**config.mk**
```make
export PLATFORM = sky130hd
export DESIGN_NAME = srg_clkgen
export DESIGN_NICKNAME = d
export VERILOG_FILES = /design/src/rtl/srg_pkg.sv /design/src/rtl/srg_rst_sync.sv /design/src/rtl/srg_fs_detect.sv /design/src/rtl/srg_divider.sv /design/src/rtl/srg_fs_stretch.sv /design/src/rtl/srg_clkgen.sv
export SDC_FILE = /design/constraint.sdc
export NUM_CORES = 1
export LEC_CHECK = 0
export ABC_AREA = 1
export BUFFER_PORTS_ARGS = -buffer_cell sky130_fd_sc_hd__buf_2
export CAP_MARGIN = 0
export CORE_MARGIN = 10
export CORE_UTILIZATION = 51
export DETAILED_ROUTE_END_ITERATION = 16
export PLACE_DENSITY = 0.81
export REMOVE_ABC_BUFFERS = 1
export SLEW_MARGIN = 20
export SYNTH_ARGS = -nofsm -noshare
export SYNTH_HDL_FRONTEND = slang
export SYNTH_HIERARCHICAL = 1
export SYNTH_SLANG_ARGS = --single-unit
```
**constraint.sdc**
```tcl
create_clock -name src_clk -period 0.8 [get_ports src_clk]
set_input_delay 0.08 -clock src_clk [delete_from_list [all_inputs] [get_ports src_clk]]
set_output_delay 0.08 -clock src_clk [all_outputs]
set_load 0.005 [all_outputs]
```
**src/rtl/srg_pkg.sv**
```systemverilog
package srg_pkg;
  localparam int DIV_W_DEF = 8;

  typedef enum logic {
    EDGE_RISE = 1'b0,
    EDGE_FALL = 1'b1
  } edge_e;
endpackage

```
**src/rtl/srg_rst_sync.sv**
```systemverilog
module srg_rst_sync #(
  parameter int STAGES = 2
) (
  input  logic clk,
  input  logic rst_n,
  output logic rst_sn
);
  logic [STAGES-1:0] chain_q;

  always_ff @(posedge clk or negedge rst_n) begin
    if (!rst_n) chain_q <= '0;
    else        chain_q <= {chain_q[STAGES-2:0], 1'b1};
  end

  assign rst_sn = chain_q[STAGES-1];
endmodule

```
**src/rtl/srg_fs_detect.sv**
```systemverilog
module srg_fs_detect (
  input  logic clk,
  input  logic rst_n,
  input  logic pin_i,
  input  logic pol_i,
  output logic edge_o
);
  logic smp_q, smp_d;
  logic old_q, old_d;

  always_comb begin
    smp_d = pin_i ^ pol_i;
    old_d = smp_q;
  end

  always_ff @(posedge clk or negedge rst_n) begin
    if (!rst_n) begin
      smp_q <= 1'b0;
      old_q <= 1'b0;
    end else begin
      smp_q <= smp_d;
      old_q <= old_d;
    end
  end

  assign edge_o = smp_q & ~old_q;

  // An edge pulse lasts one cycle, so a held level cannot repeat it
  assert_single_edge_R7: assert property (@(posedge clk) disable iff (!rst_n)
    edge_o |=> !edge_o);
endmodule

```
**src/rtl/srg_divider.sv**
```systemverilog
module srg_divider #(
  parameter int DIV_W = 8
) (
  input  logic             clk,
  input  logic             rst_n,
  input  logic [DIV_W-1:0] div_i,
  input  logic             resync_i,
  output logic             bclk_o,
  output logic             wrap_o
);
  localparam int HW = DIV_W + 1;

  logic [DIV_W-1:0] cnt_q, cnt_d;
  logic             bclk_q, bclk_d;
  logic [HW-1:0]    hi_len;
  logic             at_end;

  always_comb begin
    hi_len = ({1'b0, div_i} + HW'(2)) >> 1;
    at_end = (cnt_q >= div_i);
    wrap_o = at_end & ~resync_i;
    if (resync_i)    cnt_d = div_i;
    else if (at_end) cnt_d = '0;
    else             cnt_d = cnt_q + DIV_W'(1);
    bclk_d = ({1'b0, cnt_d} < hi_len);
  end

  always_ff @(posedge clk or negedge rst_n) begin
    if (!rst_n) begin
      cnt_q  <= '0;
      bclk_q <= 1'b0;
    end else begin
      cnt_q  <= cnt_d;
      bclk_q <= bclk_d;
    end
  end

  assign bclk_o = bclk_q;

  // Without resync the count only advances by one or restarts at zero
  assert_free_count_R3: assert property (@(posedge clk) disable iff (!rst_n)
    !resync_i |=> (cnt_q == '0 || cnt_q == $past(cnt_q) + DIV_W'(1)));
endmodule

```
**src/rtl/srg_fs_stretch.sv**
```systemverilog
module srg_fs_stretch (
  input  logic clk,
  input  logic rst_n,
  input  logic wrap_i,
  input  logic edge_i,
  output logic fso_o
);
  logic pend_q, pend_d;
  logic fso_q, fso_d;

  always_comb begin
    pend_d = pend_q;
    fso_d  = fso_q;
    if (wrap_i) begin
      fso_d  = pend_q | edge_i;
      pend_d = 1'b0;
    end else if (edge_i) begin
      pend_d = 1'b1;
    end
  end

  always_ff @(posedge clk or negedge rst_n) begin
    if (!rst_n) begin
      pend_q <= 1'b0;
      fso_q  <= 1'b0;
    end else begin
      pend_q <= pend_d;
      fso_q  <= fso_d;
    end
  end

  assign fso_o = fso_q;
endmodule

```
**src/rtl/srg_clkgen.sv**
```systemverilog
module srg_clkgen #(
  parameter int DIV_W = srg_pkg::DIV_W_DEF
) (
  input  logic             src_clk,
  input  logic             rst_n,
  input  logic             fs_pin_i,
  input  logic [DIV_W-1:0] div_i,
  input  logic             edge_sel_i,
  input  logic             sync_en_i,
  input  logic             fs_pol_i,
  output logic             bclk_o,
  output logic             fs_int_o
);
  import srg_pkg::*;

  logic  rst_sn;
  logic  fs_edge;
  logic  resync;
  logic  bclk_pos;
  logic  bclk_neg;
  logic  wrap;
  logic  pass_mode;
  edge_e edge_sel;

  srg_rst_sync #(.STAGES(2)) u_rst (
    .clk    (src_clk),
    .rst_n  (rst_n),
    .rst_sn (rst_sn)
  );

  srg_fs_detect u_det (
    .clk    (src_clk),
    .rst_n  (rst_sn),
    .pin_i  (fs_pin_i),
    .pol_i  (fs_pol_i),
    .edge_o (fs_edge)
  );

  assign resync = fs_edge & sync_en_i;

  srg_divider #(.DIV_W(DIV_W)) u_div (
    .clk      (src_clk),
    .rst_n    (rst_sn),
    .div_i    (div_i),
    .resync_i (resync),
    .bclk_o   (bclk_pos),
    .wrap_o   (wrap)
  );

  srg_fs_stretch u_fs (
    .clk    (src_clk),
    .rst_n  (rst_sn),
    .wrap_i (wrap),
    .edge_i (fs_edge),
    .fso_o  (fs_int_o)
  );

  // Half-period retime for falling-edge operation
  always_ff @(negedge src_clk or negedge rst_sn) begin
    if (!rst_sn) bclk_neg <= 1'b0;
    else         bclk_neg <= bclk_pos;
  end

  always_comb begin
    edge_sel  = edge_e'(edge_sel_i);
    pass_mode = (div_i == '0);
    if (!rst_sn)                bclk_o = 1'b0;
    else if (pass_mode)         bclk_o = src_clk ^ edge_sel_i;
    else if (edge_sel == EDGE_FALL) bclk_o = bclk_neg;
    else                        bclk_o = bclk_pos;
  end

  // Resync places the bit-clock rise two source edges after detection
  assert_resync_rise_R5: assert property (@(posedge src_clk) disable iff (!rst_sn)
    (resync && div_i != '0) ##1 $stable(div_i) |=> $rose(bclk_pos));

  // The frame pulse starts together with a bit-clock rise
  assert_fs_align_R6: assert property (@(posedge src_clk) disable iff (!rst_sn)
    ($rose(fs_int_o) && div_i != '0 && $stable(div_i)) |-> $rose(bclk_pos));

  // The frame pulse ends only at a bit-clock rise, i.e. after a full period
  assert_fs_hold_R6: assert property (@(posedge src_clk) disable iff (!rst_sn)
    ($fell(fs_int_o) && div_i != '0 && $stable(div_i)) |-> $rose(bclk_pos));
endmodule

```
== Word level (Yosys, flattened, before mapping) ==
Cells that the tools add are included.

* Logic and storage cells: 29
* Bits in registers: 16
* Output and inout port bits: 2

* Bitwise logic cells: 8
* Reduce and logical (&&, ||, !) cells: 2
* $lt $le $gt $ge: 2
* Add/sub/neg operators: 2
* Multiplexer cells: 7

{| class="wikitable"
|+ Operators by type and width
! kind !! count
|-
| 8-bit 2-to-1 mux || 2
|-
| 8-bit by 2-bit adder with 9-bit output, second input constant || 1
|-
| 8-bit by 1-bit adder with 8-bit output, second input constant || 1
|-
| 8-bit greater-or-equal comparator || 1
|-
| 8-bit logical NOT || 1
|-
| 8-bit < comparator || 1
|-
| 1-bit 2-to-1 mux || 5
|-
| 1-bit bitwise AND || 3
|-
| 1-bit inverter || 2
|-
| 2-bit nonzero test || 1
|-
| 1-bit bitwise XOR || 2
|-
| 1-bit OR || 1
|}

== Logic depth before layout (Yosys ltp) ==
* Word-level depth: 6
* Gate-level depth with buffers: 18
* Depth with buffers taken out: 18

== Cells and area by module ==
The synthesis kept the hierarchy.

{| class="wikitable"
|+ By module, submodules not included
! module !! area an instance (um^2) !! sequential area each (um^2) !! cells an instance !! times used
|-
| srg_divider || 894.6 || 225.2 || 109 || 1
|-
| srg_clkgen || 96.3 || 25.0 || 17 || 1
|-
| srg_fs_detect || 76.3 || 50.0 || 9 || 1
|-
| srg_fs_stretch || 73.8 || 50.0 || 8 || 1
|-
| srg_rst_sync || 53.8 || 50.0 || 3 || 1
|}

==> impl_metrics.json <==
{
  "status": "finished, violations left",
  "violations": "negative setup slack",
  "core_sq_mm": 0.00221,
  "grt_first_pass_wirelength_microns": 7960,
  "die_w_microns": 68.4,
  "synth_compound_area_share_pct": 9.11,
  "slowest_delay_ps": 410,
  "gp_congestion": 0.901,
  "total_leakage_power_nw": 1.04,
  "critPathSlowestCell": "dfrtp_1",
  "startpoint": "u_div/cnt_q[2]$_DFF_PN0_",
  "grt_max_degree": 14,
  "met2_length_microns": 3000,
  "synth.most_common_cell": "nand2_1",
  "max_freq_ghz": 0.423,
  "synthAdderAreaFrac_pct": 17.8,
  "grt_remaining_overflow": 0,
  "drtAntennaViolNets": 0,
  "yosys.area_share.simple_pct": 22.7,
  "worstPathArrival_ps": 2720,
  "layout_setup_ws_ps": -1570,
  "critPathCaptureType": "flop",
  "fin_tns_setup_ps": -13780,
  "period_needed_ps": 2370,
  "power_switching_share_pct": 46.4,
  "met1_length_microns": 2260,
  "finalNetCount": 248,
  "comb_power_share_pct": 67.3,
  "synth_edf_count": 0,
  "synthCells": 146,
  "synth_mux_area_share_pct": 0,
  "met3_length_microns": 768,
  "rsz0062_at_grt": "true",
  "final_cells": 244,
  "cp_common_cell": "nand2_1",
  "drt-total-wl_microns": 6670,
  "synth_cell_types": 26,
  "port_buffers": 15,
  "detail_route.iter0.violations": 215,
  "r2r_slack_ps": -1570,
  "synth_seq_cells": 16,
  "drive_gt1_share_pct": 55.6,
  "yosys_warnings": 6,
  "antenna_cells": 0,
  "highest-signal-layer": "met4",
  "reg2reg_depth": 17,
  "power_density_mw_per_mm2": 3200,
  "synth_area_leader_cell": "dfrtp_1",
  "cp_max_fo": 2,
  "power_switching_mw": 3.14,
  "cts.clk_slew.worst_paths_ps": 120,
  "dieArea_sq_mm": 0.00468,
  "reg2reg_from": "u_div/cnt_q[2]$_DFF_PN0_",
  "synth_top_cell_area_share_pct": 31.4,
  "die_h_microns": 68.4,
  "p_seq_share_pct": 20.1,
  "synthArstFlopShare_pct": 100,
  "grt_use_total_pct": 23.0,
  "crit_chain": "ha_1, nand2_1, inv_2, nand2_2, nand2_1, nand2_1, nand3_2, inv_4, buf_6, nand3_2, o21ai_2, ha_1, nand2_1, nand2_1, nand2_2, nand2_2, a21oi_2",
  "hold_path.class": "input pin to flop",
  "areaGrowthSynthToFinish_pct": 76.8,
  "postSynthAreaPerCell_sq_um": 8.18,
  "antenna_found_initial": 0,
  "std_cell_rows": 17,
  "synthXorXnorAreaFrac_pct": 8.80,
  "clkPwrFrac_pct": 12.6,
  "endpoint": "u_div/bclk_o$_DFF_PN0_",
  "synthTopCellsByArea": "dfrtp_1 31%, ha_1 18%, nand2_1 8.5%",
  "synth_top_cells_by_count": "27 x nand2_1, 20 x inv_1, 17 x ha_1, 15 x dfrtp_1, 11 x nor2_1",
  "io_pins": 16,
  "setup_violations": 17,
  "vias": 1623,
  "seq_area_frac_synth_pct": 33.5,
  "ir_worst_vdd_mv": 2.43,
  "internal_power_mw": 3.63,
  "viasPerCell": 6.65,
  "crit_type": "flop to flop",
  "crit_cells": 17,
  "hold_viol_final": 0,
  "synth_top_family_by_area": "simple AND/OR/NAND/NOR gates",
  "critPathLaunchType": "flop",
  "r2r-end": "u_div/bclk_o$_DFF_PN0_",
  "synth_flop_cell": "dfrtp_1",
  "crit_family": "simple AND/OR/NAND/NOR gates",
  "whs_path_depth": 4,
  "fin_util_pct": 95.5,
  "cp_num_buf_inv": 3,
  "drc": 0,
  "wire_per_inst_microns": 27.3,
  "clock_skew_ps": 16.3,
  "slew_violations": 0,
  "dp_cells": 226,
  "grt_pass1_vias": 1588,
  "start_util_pct": 54.0,
  "tritoncts": "built",
  "dpl.hpwl_microns": 2540,
  "required_ps": 1150,
  "clk_latency_ps": 420,
  "min_period_over_period_pct": 296,
  "firstDrtPassIters": 7,
  "synthesis.area_sq_mm": 0.00119,
  "max-cap-violations": 0
}
-- placed cells by master, fill, tap and decap left out, drive strengths merged --
cell / instances
ha: 17
nand4: 2
nand3b: 3
o22ai: 6
o21ai: 6
inv: 24
dfrtp: 15
conb: 1
nor3: 2
clkbuf: 6
dfrtn: 1
nand3: 6
a21oi: 6
a21o: 1
xor2: 10
dlygate4sd3: 4
xnor2: 2
nand2: 31
buf: 60
nor2: 13
-- stage by stage --
stage          setup WS [ps]  power [mW]  instance area (sq um)  hold slack [ps]
2_1_floorplan          -1240        2.71                   1190             -216
3_3_place_gp           -1290        3.55                   1580             -136
3_5_place_dp           -1490        3.74                   1580             -134
4_1_cts                -1300        4.98                   1870             80.7
5_1_grt                -1620        6.97                   2110             90.4
6_report               -1570        6.77                   2110             99.7
-- final cells by class --
type | count | area, sq um
sequential | 16 | 400
inverter | 24 | 97.6
fill | 55 | 100
tap | 28 | 35.0
multi-input combinational | 106 | 993
timing repair buffer | 63 | 523
clock buffer | 7 | 62.6
-- state kept, by name (all words and copies together), names as in the netlist --
| name | flops |
|---|---|
| u_fs/pend_q | 1 |
| u_div/bclk_o | 1 |
| u_div/cnt_q | 8 |
| u_det/old_d | 1 |
| u_det/old_q | 1 |
| u_fs/fso_o | 1 |
| u_rst/chain_q | 2 |
| bclk_neg | 1 |
-- tightest hold or removal path, cell delays in order --
cell	delay [ps]
buf_8	100
inv_2	70
buf_4	130
o22ai_4	90
-- worst min path at each step --
stage          slack, ps     start                         end
2_1_floorplan       -220     rst_n  u_rst/chain_q[0]$_DFF_PN0_
3_3_place_gp        -140     rst_n  u_rst/chain_q[1]$_DFF_PN0_
3_5_place_dp        -130     rst_n  u_rst/chain_q[1]$_DFF_PN0_
4_1_cts               80  div_i[6]    u_div/cnt_q[6]$_DFF_PN0_
5_1_grt               90  div_i[5]    u_div/cnt_q[5]$_DFF_PN0_
6_report             100  div_i[5]    u_div/cnt_q[5]$_DFF_PN0_
-- routing by layer --
| metal | vias to the layer above | GRT usage (%) |
|---|---|---|
| li1 | 614 | - |
| met1 | 749 | 23.2 |
| met2 | 184 | 39.9 |
| met3 | 76 | 6.69 |
| met4 | 0 | 15.8 |
| met5 | - | 0 |
-- what timing repair did --
action,4_1_cts,5_1_grt
hold buffers,4,0
buffers inserted,3,5
setup endpoints to repair,17,17
pin swaps,14,21
resized for setup,35,39
endpoints found under the hold margin,3,0
-- cells by family (layout without fill, tap and decap cells) --
kind of cell | Yosys count | after routing
XOR/XNOR | 12 | 12
AND/OR/NAND/NOR | 57 | 57
AO/OA/AOI/OAI | 19 | 19
other | 1 | 1
flip-flops | 16 | 16
buffers and inverters | 24 | 94
adder cells (fa/ha/maj) | 17 | 17
-- power by group through the flow --
stage / logic (mW) / registers [mW] / clock network (mW)
global route: 4.70 / 1.38 / 0.887
CTS: 2.87 / 1.28 / 0.818
detailed placement: 2.42 / 1.27 / 0.0489
finish: 4.55 / 1.36 / 0.853
floorplan: 1.38 / 1.30 / 0.0394
global placement: 2.26 / 1.25 / 0.0490
(Power assumes the default switching activity.)
